## src/rtl/mp_pkg.sv

```systemverilog
package mp_pkg;

  typedef enum logic [1:0] {
    OP_READ  = 2'b00,
    OP_PROG  = 2'b01,
    OP_ERASE = 2'b10,
    OP_RSVD  = 2'b11
  } mp_op_e;

  localparam logic [3:0] MB_TRUE  = 4'b0110;
  localparam logic [3:0] MB_FALSE = 4'b1001;

  typedef struct packed {
    logic [3:0] rd;
    logic [3:0] prog;
    logic [3:0] erase;
  } mp_perm_t;

  localparam mp_perm_t PERM_NONE = '{rd: MB_FALSE, prog: MB_FALSE, erase: MB_FALSE};

  function automatic logic mb_is_true(input logic [3:0] v);
    return v == MB_TRUE;
  endfunction

  function automatic logic mb_is_legal(input logic [3:0] v);
    return (v == MB_TRUE) || (v == MB_FALSE);
  endfunction

  function automatic logic [3:0] perm_field(input mp_perm_t p, input mp_op_e op);
    case (op)
      OP_READ:  return p.rd;
      OP_PROG:  return p.prog;
      OP_ERASE: return p.erase;
      default:  return MB_FALSE;
    endcase
  endfunction

endpackage

```

## src/rtl/mp_region_regs.sv

```systemverilog
module mp_region_regs
  import mp_pkg::*;
#(
  parameter int NUM_REGIONS = 8,
  parameter int PAGE_W      = 9,
  parameter int SIZE_W      = 10,
  parameter int IDX_W       = 3
) (
  input  logic                   clk,
  input  logic                   rst_n,
  input  logic                   cfg_we,
  input  logic [IDX_W-1:0]       cfg_idx,
  input  logic                   cfg_en,
  input  logic [PAGE_W-1:0]      cfg_base,
  input  logic [SIZE_W-1:0]      cfg_size,
  input  mp_perm_t               cfg_perm,
  input  logic                   dflt_we,
  input  mp_perm_t               dflt_perm,
  output logic [NUM_REGIONS-1:0] slot_en,
  output logic [PAGE_W-1:0]      slot_base [NUM_REGIONS],
  output logic [SIZE_W-1:0]      slot_size [NUM_REGIONS],
  output mp_perm_t               slot_perm [NUM_REGIONS],
  output mp_perm_t               dflt_perm_q
);

  for (genvar g = 0; g < NUM_REGIONS; g++) begin : g_slot
    logic wr_this;
    assign wr_this = cfg_we && (cfg_idx == IDX_W'(g));

    always_ff @(posedge clk or negedge rst_n) begin
      if (!rst_n) begin
        slot_en[g]   <= 1'b0;
        slot_base[g] <= '0;
        slot_size[g] <= '0;
        slot_perm[g] <= PERM_NONE;
      end else if (wr_this) begin
        slot_en[g]   <= cfg_en;
        slot_base[g] <= cfg_base;
        slot_size[g] <= cfg_size;
        slot_perm[g] <= cfg_perm;
      end
    end
  end

  always_ff @(posedge clk or negedge rst_n) begin
    if (!rst_n) begin
      dflt_perm_q <= PERM_NONE;
    end else if (dflt_we) begin
      dflt_perm_q <= dflt_perm;
    end
  end

endmodule

```

## src/rtl/mp_region_match.sv

```systemverilog
module mp_region_match #(
  parameter int NUM_REGIONS = 8,
  parameter int PAGE_W      = 9,
  parameter int SIZE_W      = 10
) (
  input  logic [PAGE_W-1:0]      page,
  input  logic [NUM_REGIONS-1:0] slot_en,
  input  logic [PAGE_W-1:0]      slot_base [NUM_REGIONS],
  input  logic [SIZE_W-1:0]      slot_size [NUM_REGIONS],
  output logic [NUM_REGIONS-1:0] match_vec
);

  localparam int CW = SIZE_W + 1;

  function automatic logic covers(input logic [PAGE_W-1:0] pg,
                                  input logic [PAGE_W-1:0] base,
                                  input logic [SIZE_W-1:0] size);
    logic [CW-1:0] p_ext, lo, hi;
    p_ext = CW'(pg);
    lo    = CW'(base);
    hi    = lo + CW'(size);
    return (p_ext >= lo) && (p_ext < hi);
  endfunction

  for (genvar g = 0; g < NUM_REGIONS; g++) begin : g_cmp
    assign match_vec[g] = slot_en[g] && covers(page, slot_base[g], slot_size[g]);
  end

endmodule

```

## src/rtl/mp_prio_pick.sv

```systemverilog
module mp_prio_pick #(
  parameter int NUM_REGIONS = 8,
  parameter int IDX_W       = 3
) (
  input  logic [NUM_REGIONS-1:0] match_vec,
  output logic                   hit,
  output logic [IDX_W-1:0]       hit_sel
);

  always_comb begin
    hit     = 1'b0;
    hit_sel = '0;
    for (int i = NUM_REGIONS - 1; i >= 0; i--) begin
      if (match_vec[i]) begin
        hit     = 1'b1;
        hit_sel = IDX_W'(i);
      end
    end
  end

endmodule

```

## src/rtl/mp_region_check.sv

```systemverilog
module mp_region_check
  import mp_pkg::*;
#(
  parameter int NUM_REGIONS    = 8,
  parameter int BANKS          = 2,
  parameter int PAGES_PER_BANK = 256,
  localparam int IDX_W    = $clog2(NUM_REGIONS),
  localparam int BANK_W   = (BANKS > 1) ? $clog2(BANKS) : 1,
  localparam int INPAGE_W = $clog2(PAGES_PER_BANK),
  localparam int PAGE_W   = $clog2(BANKS * PAGES_PER_BANK),
  localparam int SIZE_W   = PAGE_W + 1
) (
  input  logic                clk,
  input  logic                rst_n,
  input  logic                cfg_we,
  input  logic [IDX_W-1:0]    cfg_idx,
  input  logic                cfg_en,
  input  logic [PAGE_W-1:0]   cfg_base,
  input  logic [SIZE_W-1:0]   cfg_size,
  input  logic [3:0]          cfg_rd,
  input  logic [3:0]          cfg_prog,
  input  logic [3:0]          cfg_erase,
  input  logic                dflt_we,
  input  logic [3:0]          dflt_rd,
  input  logic [3:0]          dflt_prog,
  input  logic [3:0]          dflt_erase,
  input  logic                req_valid,
  input  logic [BANK_W-1:0]   req_bank,
  input  logic [INPAGE_W-1:0] req_page,
  input  logic [1:0]          req_op,
  output logic                allow,
  output logic                cfg_err,
  output logic                hit_valid,
  output logic [IDX_W-1:0]    hit_idx,
  output logic                deny_q,
  output logic                err_q
);

  function automatic logic [PAGE_W-1:0] abs_page(input logic [BANK_W-1:0] bank,
                                                 input logic [INPAGE_W-1:0] pg);
    return PAGE_W'(bank) * PAGE_W'(PAGES_PER_BANK) + PAGE_W'(pg);
  endfunction

  logic [NUM_REGIONS-1:0] slot_en;
  logic [PAGE_W-1:0]      slot_base [NUM_REGIONS];
  logic [SIZE_W-1:0]      slot_size [NUM_REGIONS];
  mp_perm_t               slot_perm [NUM_REGIONS];
  mp_perm_t               dflt_perm_q;
  logic [NUM_REGIONS-1:0] match_vec;
  logic [PAGE_W-1:0]      page_abs;
  mp_perm_t               chosen_perm;
  logic [3:0]             chosen_field;
  logic                   op_rsvd;

  mp_region_regs #(
    .NUM_REGIONS(NUM_REGIONS),
    .PAGE_W     (PAGE_W),
    .SIZE_W     (SIZE_W),
    .IDX_W      (IDX_W)
  ) u_regs (
    .clk        (clk),
    .rst_n      (rst_n),
    .cfg_we     (cfg_we),
    .cfg_idx    (cfg_idx),
    .cfg_en     (cfg_en),
    .cfg_base   (cfg_base),
    .cfg_size   (cfg_size),
    .cfg_perm   ('{rd: cfg_rd, prog: cfg_prog, erase: cfg_erase}),
    .dflt_we    (dflt_we),
    .dflt_perm  ('{rd: dflt_rd, prog: dflt_prog, erase: dflt_erase}),
    .slot_en    (slot_en),
    .slot_base  (slot_base),
    .slot_size  (slot_size),
    .slot_perm  (slot_perm),
    .dflt_perm_q(dflt_perm_q)
  );

  assign page_abs = abs_page(req_bank, req_page);

  mp_region_match #(
    .NUM_REGIONS(NUM_REGIONS),
    .PAGE_W     (PAGE_W),
    .SIZE_W     (SIZE_W)
  ) u_match (
    .page     (page_abs),
    .slot_en  (slot_en),
    .slot_base(slot_base),
    .slot_size(slot_size),
    .match_vec(match_vec)
  );

  mp_prio_pick #(
    .NUM_REGIONS(NUM_REGIONS),
    .IDX_W      (IDX_W)
  ) u_pick (
    .match_vec(match_vec),
    .hit      (hit_valid),
    .hit_sel  (hit_idx)
  );

  assign chosen_perm  = hit_valid ? slot_perm[hit_idx] : dflt_perm_q;
  assign op_rsvd      = (mp_op_e'(req_op) == OP_RSVD);
  assign chosen_field = perm_field(chosen_perm, mp_op_e'(req_op));
  assign allow        = !op_rsvd && mb_is_true(chosen_field);
  assign cfg_err      = !op_rsvd && !mb_is_legal(chosen_field);

  always_ff @(posedge clk or negedge rst_n) begin
    if (!rst_n) begin
      deny_q <= 1'b0;
      err_q  <= 1'b0;
    end else begin
      deny_q <= req_valid && !allow;
      err_q  <= req_valid && cfg_err;
    end
  end

endmodule

```

## config.mk

```make
export PLATFORM = sky130hd
export DESIGN_NAME = mp_region_check
export DESIGN_NICKNAME = d
export VERILOG_FILES = /design/src/rtl/mp_pkg.sv /design/src/rtl/mp_region_regs.sv /design/src/rtl/mp_region_match.sv /design/src/rtl/mp_prio_pick.sv /design/src/rtl/mp_region_check.sv
export SDC_FILE = /design/constraint.sdc
export NUM_CORES = 1
export LEC_CHECK = 0
export ABC_AREA = 1
export BUFFER_PORTS_ARGS = -buffer_cell sky130_fd_sc_hd__buf_2
export CORE_ASPECT_RATIO = 1.25
export CORE_UTILIZATION = 45
export CTS_CLUSTER_SIZE = 40
export DETAILED_ROUTE_END_ITERATION = 10
export PLACE_DENSITY = 0.71
export SYNTH_ARGS = -nofsm -noshare
export SYNTH_HDL_FRONTEND = slang
export SYNTH_SLANG_ARGS = --single-unit
```

## constraint.sdc

```tcl
create_clock -name clk -period 5.98 [get_ports clk]
set_clock_uncertainty 0.05 [all_clocks]
set_input_delay 0.598 -clock clk [delete_from_list [all_inputs] [get_ports clk]]
set_output_delay 0.598 -clock clk [all_outputs]
set_load 0.02 [all_outputs]
```

==> impl_results.md <==
- Startpoint types: flop
- Final HPWL DP: 32.9 mm
- R2R setup slack: 1500 ps
- Least-Margin Pin Slew: 1210 ps
- GR peak layer: met2
- Post-synthesis async set-or-reset flop share: 100%
- Critical Path Source: u_regs.slot_base[54]
- Hold_ws: -32.3 ps
- Met1 track utilization from global routing: 31.0%
- Slew HR: about a fifth
- Setup tns final: 0 ps
- Most frequent cells in the layout: 548 x nand2_1, 267 x o21ai_0, 216 x dfrtp_1
- Drt drc: 0
- Worst-Skew Late Latency: just under 600 ps
- Slew Limit Fails: 0
- Hold_buf cts: 0
- Vias in the first global route: 15,400
- Area grow syn2layout: 12.3%
- Comb power frac: 45.1%
- Seq/Total Area, Yosys: around two fifths
- Area of the mapped netlist: approximately 17,000 um^2
- Nets: 2,516
- Multi-input gate area: approximately 10000 um^2
- Congestion Overflow GR: 0
- Post-route ant nets: 0
- Leakage: just under 10 nW
- CTS buffer count: 29
- Crit path arrival time: 5040 ps
- CP max FO: 12
- Outcome: finished, violations left
- Switching power: ~0.0033 W
- Num ports: roughly 70
- Max cap viols: 0
- R2R Path Start: u_regs.slot_base[54]
- Int Pwr: 0.00494 W
- Starting density of the core: 45.8%
- DIE AREA: 39,700 um^2
- Net Sw Frac: between 40% and 50%
- Hold Path Class: input port to async pin
- Starting DRT DRC Count: 1,154
- CTS tree: built
- Die height: 222 um
- FMAX: 176 MHz
- Reg clk slew, reported paths: 70 ps
- # H-tree levels: 1
- Post-synthesis net count: 2,459
- Synthesized area per cell: roughly 8 um^2
- Cell family with most CP delay: simple AND/OR/NAND/NOR gates
- Flops & latches, synth: 270
- Port Buffers: 70
- EDFF count, synth: 0
- Largest net degree at the start of global routing: 107
- CP endpoint kind: primary output
- Most frequent CP cell: nand2_1
- Diodes inserted: 0
- Peak VDD IR: 0.000335 V
- Worst setup path endpoint: cfg_err
- Tcrit/Tclk final: 95.1%
- Met2 layer usage reported by global route: 42.9%
- Routed vias/inst: roughly 5.6
- M3 GR Usage: approximately 2.5%
- Initial antenna violation count: 2
- Core ar.: 38,200 um^2
- FF-to-FF End: err_q
- PwrDens: 421 nW/um^2
- Failing checks: negative hold slack
- # rows: 80
- Fillers: 3,630
- Syn. warnings: 0
- CP peak stage delay: 410 ps
- CTS Root Cell: clkbuf_16
- Post-Synthesis Cells: roughly 2,200
- CTS Sinks: 270
- CTS Buffer Depth: 3
- First-pass GRT wire length: 78.4 mm
- Final core utilization: between 50% and 60%
- Cell variety after synth: 43
- Final hold vios: 5
- WL/cell: ~18 um
- Slowest library cell on the worst path: dfrtp_1
- Critical path depth: 32
- Die span in x: between 150 and 200 um
- Fin crit period: 5690 ps
- CP required: 5330 ps
- Clk pwr share: 24.9%
- Share of layout cells above drive strength 1: 11.4%
- Most common cell after layout, fill and taps aside: nand2_1
- R2r worst-path depth: 31
- Reg area: 6820 um^2
- Placer Congestion: 0.900
- WS Path Type: flop to primary output
- Count of final setup violators: 0
- Seq pwr share: 30.0%
- DRT Pass-1 Iters: 6
- Total GRT Usage: between 20% and 30%
- DR vias: 15,400
- Most common flop cell mapped by yosys: dfrtp_1
- Total chip power: between 0.008 and 0.009 W
- Final wirelength: 49.0 mm
- Buf+Inv Stages, Crit Path: 5
-- logic make-up (layout without fill, tap and decap cells) --
family	after synthesis	count (layout)	share of synthesized area, %
xor+xnor	56	56	2.80
simple gates	885	890	21.4
buf+inv	281	356	6.50
mux	10	10	0.644
compound gates	462	462	13.8
fa+ha+maj	216	216	15.8
flops	270	270	39.0
-- sequential cells by signal, indices dropped and copies added, names as in the netlist --
name,count
u_regs.slot_size,80
u_regs.dflt_perm_q,12
u_regs.slot_base,72
u_regs.slot_en,8
deny_q,1
err_q,1
u_regs.slot_perm,96
-- worst reg2reg max path, delay by kind of cell, from the launching register on --
kind                       cells  cell delay, ps
xor gates and xnor gates       1             160
DFF                            1             410
AOI/OAI and AO/OA              6             820
and+or+nand+nor               18            1660
buffers and inverters          3             350
adders and majority gates      3             930
-- Yosys cell counts, types with 7 or more instances --
cell      number  share of area, %
nand2_1      558                12
o21ai_0      273               7.8
dfrtp_1      216                31
ha_1         208                15
inv_1        200               4.3
nand3_1      161               4.6
a21oi_1      142               4.1
nor2_1        91               2.0
dfstp_2       54               8.1
clkbuf_1      51               1.1
xor2_1        37               1.9
nand4_1       27              0.97
xnor2_1       19              0.95
nand3b_1      17              0.73
nor3_1        12              0.34
mux2_2        10              0.64
a31oi_1        9              0.32
buf_4          9              0.39
fa_1           8              0.92
a21o_1         7              0.30
inv_2          7              0.15
-- layer usage --
metal  share of wire [%]  routed length (um)  vias up
li1                    -                   -     7420
met4                 5.1                2510        0
met3                 5.6                2730      162
met2                  49               24000      454
met1                  40               19700     7370
met5                   0                   0        -
-- worst min path at each step --
| stage | endpoint | slack [ps] |
|---|---|---|
| after floorplan | deny_q | 250 |
| after global placement | u_regs.slot_perm[13] | 420 |
| after detailed placement | u_regs.slot_perm[13] | 420 |
| after CTS | u_regs.slot_base[4] | 40 |
| after global routing | u_regs.slot_size[4] | 90 |
| final | u_regs.slot_base[8] | -30 |
-- layout make-up --
type | count | area share [%]
clock inverter | 12 | 1.12
tap | 492 | 3.13
sequential | 270 | 34.7
clock buffer | 42 | 4.46
timing repair buffer | 92 | 2.97
inverter | 210 | 4.06
multi-input combinational | 1634 | 49.5
-- per-stage QoR --
step | instances | instance area, um^2 | worst slack (ps)
global route | 2752 | 19700 | -14.1
global placement | 2681 | 18200 | 506
floorplan | 2180 | 17500 | 1570
CTS | 2738 | 19400 | 67.5
finish | 2752 | 19700 | 294
detailed placement | 2681 | 18200 | 457
-- timing repair --
| item | in CTS | in global routing |
|---|---|---|
| cloned | 1 | 5 |
| pin swaps | 1 | 8 |
| gates resized for setup | 4 | 34 |
| setup endpoints to repair | 2 | 2 |
| setup buffers | 2 | 9 |
-- power by group through the flow --
stage               sequential [W]  combinational [W]  clock [W]
CTS                        0.00248            0.00343    0.00208
floorplan                  0.00242            0.00269          0
finish                     0.00248            0.00373    0.00206
detailed placement         0.00250            0.00335          0
global placement           0.00249            0.00322          0
global route               0.00252            0.00425    0.00215
Note: power is estimated with default switching activity, not from simulation.
